File: config.mk
export PLATFORM = sky130hd
export DESIGN_NAME = bus_seq_top
export DESIGN_NICKNAME = d
export VERILOG_FILES = /design/src/rtl/bus_seq_pkg.sv /design/src/rtl/bus_seq_ip.sv /design/src/rtl/bus_seq_cap.sv /design/src/rtl/bus_seq_fsm.sv /design/src/rtl/bus_seq_top.sv
export SDC_FILE = /design/constraint.sdc
export NUM_CORES = 1
export LEC_CHECK = 0
export CAP_MARGIN = 20
export CORE_MARGIN = 3
export CORE_UTILIZATION = 40
export CTS_BUF_LIST = sky130_fd_sc_hd__clkbuf_16
export DETAILED_ROUTE_END_ITERATION = 16
export DONT_BUFFER_PORTS = 1
export HOLD_SLACK_MARGIN = 0.02
export PLACE_DENSITY = 0.61
export SETUP_SLACK_MARGIN = 0.05
export SLEW_MARGIN = 40
export SYNTH_ARGS = -nofsm -noshare
export SYNTH_HDL_FRONTEND = slang
export SYNTH_HIERARCHICAL = 1
export SYNTH_SLANG_ARGS = --single-unit
export TNS_END_PERCENT = 10
File: constraint.sdc
create_clock -name clk -period 3.8 [get_ports clk]
set_input_delay 1.14 -clock clk [delete_from_list [all_inputs] [get_ports clk]]
set_output_delay 1.14 -clock clk [all_outputs]
set_load 0.03 [all_outputs]
File: src/rtl/bus_seq_pkg.sv
package bus_seq_pkg;

    localparam int KIND_W = 3;

    typedef enum logic [KIND_W-1:0] {
        XK_NONE   = 3'd0,
        XK_MEM_RD = 3'd1,
        XK_MEM_WR = 3'd2,
        XK_IO_RD  = 3'd3,
        XK_IO_WR  = 3'd4
    } xfer_kind_e;

    typedef enum logic [1:0] {
        SQ_FETCH = 2'd0,
        SQ_AWAIT = 2'd1,
        SQ_EXEC  = 2'd2
    } seq_state_e;

    typedef struct packed {
        logic mio;
        logic wr;
        logic dc;
    } strobe_t;

    // True when the kind code moves data on the bus
    function automatic logic kind_uses_bus(logic [KIND_W-1:0] k);
        return (k == XK_MEM_RD) || (k == XK_MEM_WR) ||
               (k == XK_IO_RD)  || (k == XK_IO_WR);
    endfunction

    // Strobe pattern for an execute-phase kind
    function automatic strobe_t exec_strobes(logic [KIND_W-1:0] k);
        strobe_t s;
        s.dc  = 1'b1;
        s.mio = (k == XK_MEM_RD) || (k == XK_MEM_WR);
        s.wr  = (k == XK_MEM_WR) || (k == XK_IO_WR);
        return s;
    endfunction

endpackage

File: src/rtl/bus_seq_ip.sv
module bus_seq_ip #(
    parameter int AW   = 32,
    parameter int STEP = 4
) (
    input  logic          clk,
    input  logic          rst_n,
    input  logic          adv,
    input  logic          load,
    input  logic [AW-1:0] load_val,
    output logic [AW-1:0] ip
);

    localparam logic [AW-1:0] STEP_V = AW'(STEP);

    always_ff @(posedge clk or negedge rst_n) begin
        if (!rst_n) begin
            ip <= '0;
        end else if (load) begin
            ip <= load_val;
        end else if (adv) begin
            ip <= ip + STEP_V;
        end
    end

endmodule

File: src/rtl/bus_seq_cap.sv
module bus_seq_cap #(
    parameter int W = 32
) (
    input  logic         clk,
    input  logic         rst_n,
    input  logic         en,
    input  logic [W-1:0] d,
    output logic [W-1:0] q,
    output logic         vld
);

    always_ff @(posedge clk or negedge rst_n) begin
        if (!rst_n) begin
            q   <= '0;
            vld <= 1'b0;
        end else begin
            vld <= en;
            if (en) begin
                q <= d;
            end
        end
    end

endmodule

File: src/rtl/bus_seq_fsm.sv
module bus_seq_fsm
    import bus_seq_pkg::*;
#(
    parameter int AW = 32,
    parameter int DW = 32
) (
    input  logic              clk,
    input  logic              rst_n,
    input  logic              req_valid,
    input  logic [KIND_W-1:0] req_kind,
    input  logic [AW-1:0]     req_addr,
    input  logic [DW-1:0]     req_wdata,
    input  logic              bus_rdy,
    output logic              req_ready,
    output logic              req_take,
    output logic              fetch_done,
    output logic              read_done,
    output logic              sel_fetch,
    output logic              sel_exec,
    output strobe_t           stb,
    output logic              oe,
    output logic [AW-1:0]     held_addr,
    output logic [DW-1:0]     held_wdata
);

    seq_state_e        state_q, state_d;
    logic [KIND_W-1:0] kind_q;
    strobe_t           ex_stb;

    // State register
    always_ff @(posedge clk or negedge rst_n) begin
        if (!rst_n) begin
            state_q <= SQ_FETCH;
        end else begin
            state_q <= state_d;
        end
    end

    // Request hold registers, loaded on acceptance
    always_ff @(posedge clk or negedge rst_n) begin
        if (!rst_n) begin
            kind_q     <= '0;
            held_addr  <= '0;
            held_wdata <= '0;
        end else if (req_take) begin
            kind_q     <= req_kind;
            held_addr  <= req_addr;
            held_wdata <= req_wdata;
        end
    end

    // Next-state logic
    always_comb begin
        state_d = state_q;
        unique case (state_q)
            SQ_FETCH: if (bus_rdy) state_d = SQ_AWAIT;
            SQ_AWAIT: if (req_valid) state_d = kind_uses_bus(req_kind) ? SQ_EXEC : SQ_FETCH;
            SQ_EXEC:  if (bus_rdy) state_d = SQ_FETCH;
            default:  state_d = SQ_FETCH;
        endcase
    end

    assign ex_stb = exec_strobes(kind_q);

    // Output logic
    always_comb begin
        req_ready  = 1'b0;
        req_take   = 1'b0;
        fetch_done = 1'b0;
        read_done  = 1'b0;
        sel_fetch  = 1'b0;
        sel_exec   = 1'b0;
        stb        = '0;
        oe         = 1'b0;
        unique case (state_q)
            SQ_FETCH: begin
                sel_fetch  = 1'b1;
                stb.mio    = 1'b1;
                fetch_done = bus_rdy;
            end
            SQ_AWAIT: begin
                req_ready = 1'b1;
                req_take  = req_valid;
            end
            SQ_EXEC: begin
                sel_exec  = 1'b1;
                stb       = ex_stb;
                oe        = ex_stb.wr;
                read_done = bus_rdy && !ex_stb.wr;
            end
            default: begin
                stb = '0;
            end
        endcase
    end

endmodule

File: src/rtl/bus_seq_top.sv
module bus_seq_top
    import bus_seq_pkg::*;
#(
    parameter int AW      = 32,
    parameter int DW      = 32,
    parameter int IP_STEP = 4
) (
    input  logic              clk,
    input  logic              rst_n,
    output logic              req_ready,
    input  logic              req_valid,
    input  logic [KIND_W-1:0] req_kind,
    input  logic [AW-1:0]     req_addr,
    input  logic [DW-1:0]     req_wdata,
    input  logic              req_jump,
    input  logic [AW-1:0]     req_target,
    output logic              bus_cyc,
    output logic              bus_mio,
    output logic              bus_wr,
    output logic              bus_dc,
    output logic [AW-1:0]     bus_addr,
    output logic [DW-1:0]     bus_dout,
    output logic              bus_oe,
    input  logic [DW-1:0]     bus_din,
    input  logic              bus_rdy,
    output logic [DW-1:0]     instr_out,
    output logic              instr_vld,
    output logic [DW-1:0]     rdat_out,
    output logic              rdat_vld
);

    logic          req_take, fetch_done, read_done;
    logic          sel_fetch, sel_exec, oe;
    strobe_t       stb;
    logic [AW-1:0] ip_q, held_addr;
    logic [DW-1:0] held_wdata;

    bus_seq_fsm #(.AW(AW), .DW(DW)) u_fsm (
        .clk        (clk),
        .rst_n      (rst_n),
        .req_valid  (req_valid),
        .req_kind   (req_kind),
        .req_addr   (req_addr),
        .req_wdata  (req_wdata),
        .bus_rdy    (bus_rdy),
        .req_ready  (req_ready),
        .req_take   (req_take),
        .fetch_done (fetch_done),
        .read_done  (read_done),
        .sel_fetch  (sel_fetch),
        .sel_exec   (sel_exec),
        .stb        (stb),
        .oe         (oe),
        .held_addr  (held_addr),
        .held_wdata (held_wdata)
    );

    bus_seq_ip #(.AW(AW), .STEP(IP_STEP)) u_ip (
        .clk      (clk),
        .rst_n    (rst_n),
        .adv      (fetch_done),
        .load     (req_take && req_jump),
        .load_val (req_target),
        .ip       (ip_q)
    );

    bus_seq_cap #(.W(DW)) u_icap (
        .clk   (clk),
        .rst_n (rst_n),
        .en    (fetch_done),
        .d     (bus_din),
        .q     (instr_out),
        .vld   (instr_vld)
    );

    bus_seq_cap #(.W(DW)) u_rcap (
        .clk   (clk),
        .rst_n (rst_n),
        .en    (read_done),
        .d     (bus_din),
        .q     (rdat_out),
        .vld   (rdat_vld)
    );

    assign bus_cyc  = sel_fetch | sel_exec;
    assign bus_mio  = stb.mio;
    assign bus_wr   = stb.wr;
    assign bus_dc   = stb.dc;
    assign bus_oe   = oe;
    assign bus_dout = oe ? held_wdata : '0;

    always_comb begin
        if (sel_fetch) begin
            bus_addr = ip_q;
        end else if (sel_exec) begin
            bus_addr = held_addr;
        end else begin
            bus_addr = '0;
        end
    end

endmodule

## After elaboration in Yosys (flattened, before gate mapping)

Index checks and enable logic that the tools add are counted.

| storage, ports and cells | value |
|---|---|
| bits of input ports | 136 |
| register bits after elaboration | 167 |
| bits in writable memories | 0 |
| memories kept | 0 |
| word-level logic and storage cells | 53 |
| bits in latches | 0 |
| output and inout bits | 136 |
| ROM bits | 0 |

| operators by class | value |
|---|---|
| order comparisons | 0 |
| reduce and logical (&&, ||, !) cells | 11 |
| shifts and indexed selects | 0 |
| multiplexer cells | 19 |
| bitwise logic cells | 1 |
| equality and inequality tests | 12 |
| div/mod/pow operators | 0 |
| add/sub/neg operators | 1 |
| multipliers | 0 |

Operator list:

| cell | number |
|---|---|
| two-way mux 32 bit | 5 |
| adder 32 x 3 -> 32 bit, second input constant | 1 |
| two-way mux 2 bit | 5 |
| == test 3 x 2 -> 1 bit, second input constant | 3 |
| two-way mux 1 bit | 7 |
| == test 3 x 1 -> 1 bit, second input constant | 2 |
| == test 3 bit, second input constant | 2 |
| != test 2 bit, second input constant | 3 |
| one-hot mux 2 bit (3 select lines) | 1 |
| logical OR 1 bit | 5 |
| AND reduction 3 bit | 1 |
| == test 2 x 1 -> 1 bit, second input constant | 1 |
| == test 2 bit, second input constant | 1 |
| logical AND 1 bit | 2 |
| zero test 2 bit | 1 |
| one-hot mux 1 bit (2 select lines) | 1 |
| nonzero test 2 bit | 1 |
| zero test 1 bit | 1 |
| bitwise OR 1 bit | 1 |

## Logic depth before layout (Yosys ltp)

| logic depth | value |
|---|---|
| depth in word-level cells | 7 |
| depth in mapped cells | 11 |
| gate-level depth less buffers | 7 |

## By module

Netlist, hierarchy kept.

Modules (own cells, without submodules):

| module | cells each | area each (um^2) | instances |
|---|---|---|---|
| bus_seq_cap | 69 | 1,370.1 | 2 |
| bus_seq_fsm | 163 | 2,685.1 | 1 |
| bus_seq_ip | 200 | 1,820.5 | 1 |
| bus_seq_top | 81 | 585.6 | 1 |

## Least setup slack after synthesis

Ideal clock, no wire load.

| timing | value |
|---|---|
| path kind | reg-to-output |
| start | register u_fsm.state_q[0] |
| end | output port bus_dout[10] |
| required time | 2.660 ns |
| arrival time | 2.094 ns |
| buffers on the path | 1 |
| setup slack | 0.566 ns |
| stages on the path, launching flop included | 5 |
| path through | dfrtp_1 > nand2b_1 > nor3_1 > clkbuf_1 > and2_1 |

| between the ends | value |
|---|---|
| word-level cells in the longest chain between the ends | 3 |

RTL lines:

| what | RTL line | RTL |
|---|---|---|
| from (decl) | bus_seq_fsm.sv:26 | `seq_state_e state_q, state_d;` |
| from (signal assigned) | bus_seq_fsm.sv:35 | `state_q <= state_d;` |
| == test 2 bit | bus_seq_fsm.sv:75 | `unique case (state_q)` |
| two-way mux 1 bit | bus_seq_fsm.sv:75 |  |
| named net bus_oe | bus_seq_top.sv:23 | `output logic bus_oe,` |
| two-way mux 32 bit | bus_seq_top.sv:90 | `assign bus_dout = oe ? held_wdata : '0;` |
| to (decl) | bus_seq_top.sv:22 | `output logic [DW-1:0] bus_dout,` |

The timed path passes the listed nets, and every way through them passes these cells.

## Worst setup path after layout

| timing | value |
|---|---|
| start | register u_fsm.state_q[0] |
| end | output port bus_addr[10] |

| between the ends | value |
|---|---|
| word-level cells in the longest chain between the ends | 4 |
| elaborated cells on any way between the ends | 6 |

RTL lines:

| what | RTL line | RTL |
|---|---|---|
| == test 2 bit | bus_seq_fsm.sv:75 |  |
| two-way mux 1 bit | bus_seq_fsm.sv:75 |  |
| two-way mux 32 bit | bus_seq_top.sv:95 | `end else if (sel_exec) begin` |
| two-way mux 32 bit (*) | bus_seq_top.sv:93 | `if (sel_fetch) begin` |
| to (decl) | bus_seq_top.sv:21 | `output logic [AW-1:0] bus_addr,` |

Mark *: on every way between the ends. The rest lies on a longest branch, timed or not.

==> metrics.txt <==
IO Port Bufs=0; CTS tree=yes; Slowest-stage cell, CP=nor2b_4; cts hold-fix bufs=0; layout cells sized above 1=31.3%; Max IR drop VDD=around 0.00046 V; Synth Cell Area=roughly 8000 sq um; Initial Util=between 40% and 50%; DRC Markers=0; pin count of the biggest net entering global routing=168; post-synthesis net count=between 700 and 800; CP delay by family, top=simple AND/OR/NAND/NOR gates; Die Y-Extent=146 um; nets=706; Setup CP Type=reg -> out; crit path max fanout=30; TritonCTS buffer count=17; Clock Latency Late Sink=0.42 ns; Layout Skew=between 0.009 and 0.01 ns; Synth area leaders=dfrtp_1 53%, mux2_4 13%, mux2_2 9.3%, a22o_1 3.4%, and2_1 2.8%; fmax=between 200 and 300 MHz; Clock Sinks=167; Reg clk slew, reported paths=0.07 ns; most common flop cell mapped by yosys=dfrtp_1; Die ar.=roughly 21000 sq um; Post-CTS Setup Repair Bufs=0; I/O pin cnt=between 200 and 300; Critical Path RT=2.66 ns; clk root buf=clkbuf_16; post-route clock period utilization=89.2%; Power Dens Cells=approximately 990 nW/um^2; vias in the first global route=5102; syn_area_per_cell=13.5 sq um; Yosys top cell area share=roughly 53%; max-slew violations=0; Placed Area=7890 sq um; Max-slew headroom=about half; area delta synth->final=8.76%; Synth area leader=dfrtp_1; row count=50; antenna violations before repair=0; chip width=around 150 um; final setup fails=0; post-route cell area=about 8500 sq um; vias per cell=roughly 5.6; Fin Setup TNS=0 ns; total power=8.42 mW; Leakage Power=3.59 nW; Hold Slack=~0.41 ns; CP peak stage delay=0.62 ns; Synth cell types=42; CP Data Arrival Time=about 2.3 ns; Yosys warning total=6; Synth Register Bits=approximately 170; via count=roughly 4700; Hold Crit Class=in -> async; top-count cell post-synth=dfrtp_1; wire per inst=about 22 um; post-CTS sizing=0; Max clock buf depth=2; HPWL Detailed=approximately 13000 um; Post-synth EDFFs=0; unrepaired setup endpoints after global routing=no; crit path buf inv count=1; H-tree Lvls=4; Mapped Cells=just under 600; Setup crit end kind=primary output; Tot GR Track Use=approximately 17%; RD Place Congestion=~0.8; max-cap violations=0; Final Hold Fails=0; antenna viol nets, final=0; Critical Path Start Type=flop; Layout fillers=around 1700; Post-synth ARST share=100%; final WL=18600 um; worst path cell trace=nand2b_1 -> inv_1 -> nor2b_4 -> a22o_1; drt pass-1 iters=4; Initial DRC Count=around 280; fin crit period=around 3.4 ns; diode count=0; Least-Margin Pin Slew=0.753 ns; Core Box Area=about 19000 sq um; first-pass GRT wire length=about 30000 um; register area share after synthesis=between 50% and 60%; top post-synthesis cells by count=167 x dfrtp_1, 68 x mux2_4, 65 x mux2_2; status=finished clean; grt total ovfl=0
placed cells by master (no fill, tap or decap), types with 6 or more instances in the layout:
master / n
nand4_1: 7
and2_1: 34
mux2_2: 65
mux2_4: 68
clkbuf_16: 17
nor2_1: 17
a31oi_1: 13
and4_1: 6
buf_4: 7
xor2_1: 7
or4_1: 12
nand2_1: 29
a22o_1: 30
o21ai_0: 17
xnor2_1: 11
dfrtp_1: 167
nand3_1: 9
o31ai_1: 12
where the power goes:
group          internal, mW  switching (mW)  total [mW]
clock                  1.02           0.812        1.83
combinational          1.24            1.24        2.48
sequential             2.65            1.46        4.11
state kept, by name (all words and copies together) (netlist names):
| name | count |
|---|---|
| u_rcap/vld | 1 |
| u_fsm/held_wdata | 32 |
| u_fsm/held_addr | 32 |
| u_fsm/kind_q | 3 |
| u_icap/vld | 1 |
| u_rcap/q | 32 |
| u_icap/q | 32 |
| u_ip/ip | 32 |
| u_fsm/state_q | 2 |
area by class of cell:
| cell class | count | area (sq um) | area share, % |
|---|---|---|---|
| Tap cell | 260 | 325 | 3.82 |
| Multi-Input combinational cell | 370 | 3310 | 38.9 |
| Sequential cell | 167 | 4180 | 49.1 |
| Timing Repair Buffer | 7 | 52.6 | 0.617 |
| Inverter | 6 | 22.5 | 0.264 |
| Clock buffer | 17 | 425 | 4.99 |
| Clock inverter | 15 | 201 | 2.37 |
per-layer routing:
metal | vias to the layer above | wire length, um | track usage (%)
met5 | - | 0 | 0
met2 | 179 | 9420 | 28.4
met1 | 2436 | 7560 | 21.5
met4 | 0 | 373 | 6.46
li1 | 2066 | - | -
met3 | 25 | 1260 | 5.89
cells by family after synthesis:
| family | count (synthesis) | share of synthesized area, % |
|---|---|---|
| buffers and inverters | 45 | 4.60 |
| xor gates and xnor gates | 18 | 2.01 |
| DFF | 167 | 53.4 |
| AOI/OAI and AO/OA | 80 | 7.38 |
| adders and majority gates | 1 | 0.160 |
| muxes | 134 | 22.5 |
| and+or+nand+nor | 137 | 9.97 |
path summary, 6_finish.rpt:
| kind | depth (start not counted) | start | end | slack [ns] |
|---|---|---|---|---|
| max | 4 | u_fsm/state_q[0]$_DFFE_PN0P_ | bus_addr[10] | 0.41 |
| min | 0 | rst_n | u_ip/ip[25]$_DFFE_PN0N_ | 0.41 |
| max reg2reg | 7 | u_fsm/state_q[1]$_DFFE_PN0P_ | u_ip/ip[23]$_DFFE_PN0N_ | 0.82 |
| min reg2reg | 1 | u_fsm/held_wdata[19]$_DFFE_PN0P_ | u_fsm/held_wdata[19]$_DFFE_PN0P_ | 0.50 |
| max in group asynchronous | 0 | rst_n | u_ip/ip[30]$_DFFE_PN0N_ | 3.00 |
| min in group clk | 1 | u_fsm/held_wdata[19]$_DFFE_PN0P_ | u_fsm/held_wdata[19]$_DFFE_PN0P_ | 0.50 |
through the flow:
step	setup slack (ns)	instances	util (%)
after global placement	0.843	810	41.6
after global routing	0.222	842	44.9
after CTS	0.372	842	44.9
final	0.410	842	44.9
after detailed placement	0.774	810	41.6
after floorplan	0.566	582	-
No activity file was read; power rests on OpenSTA's default activity.
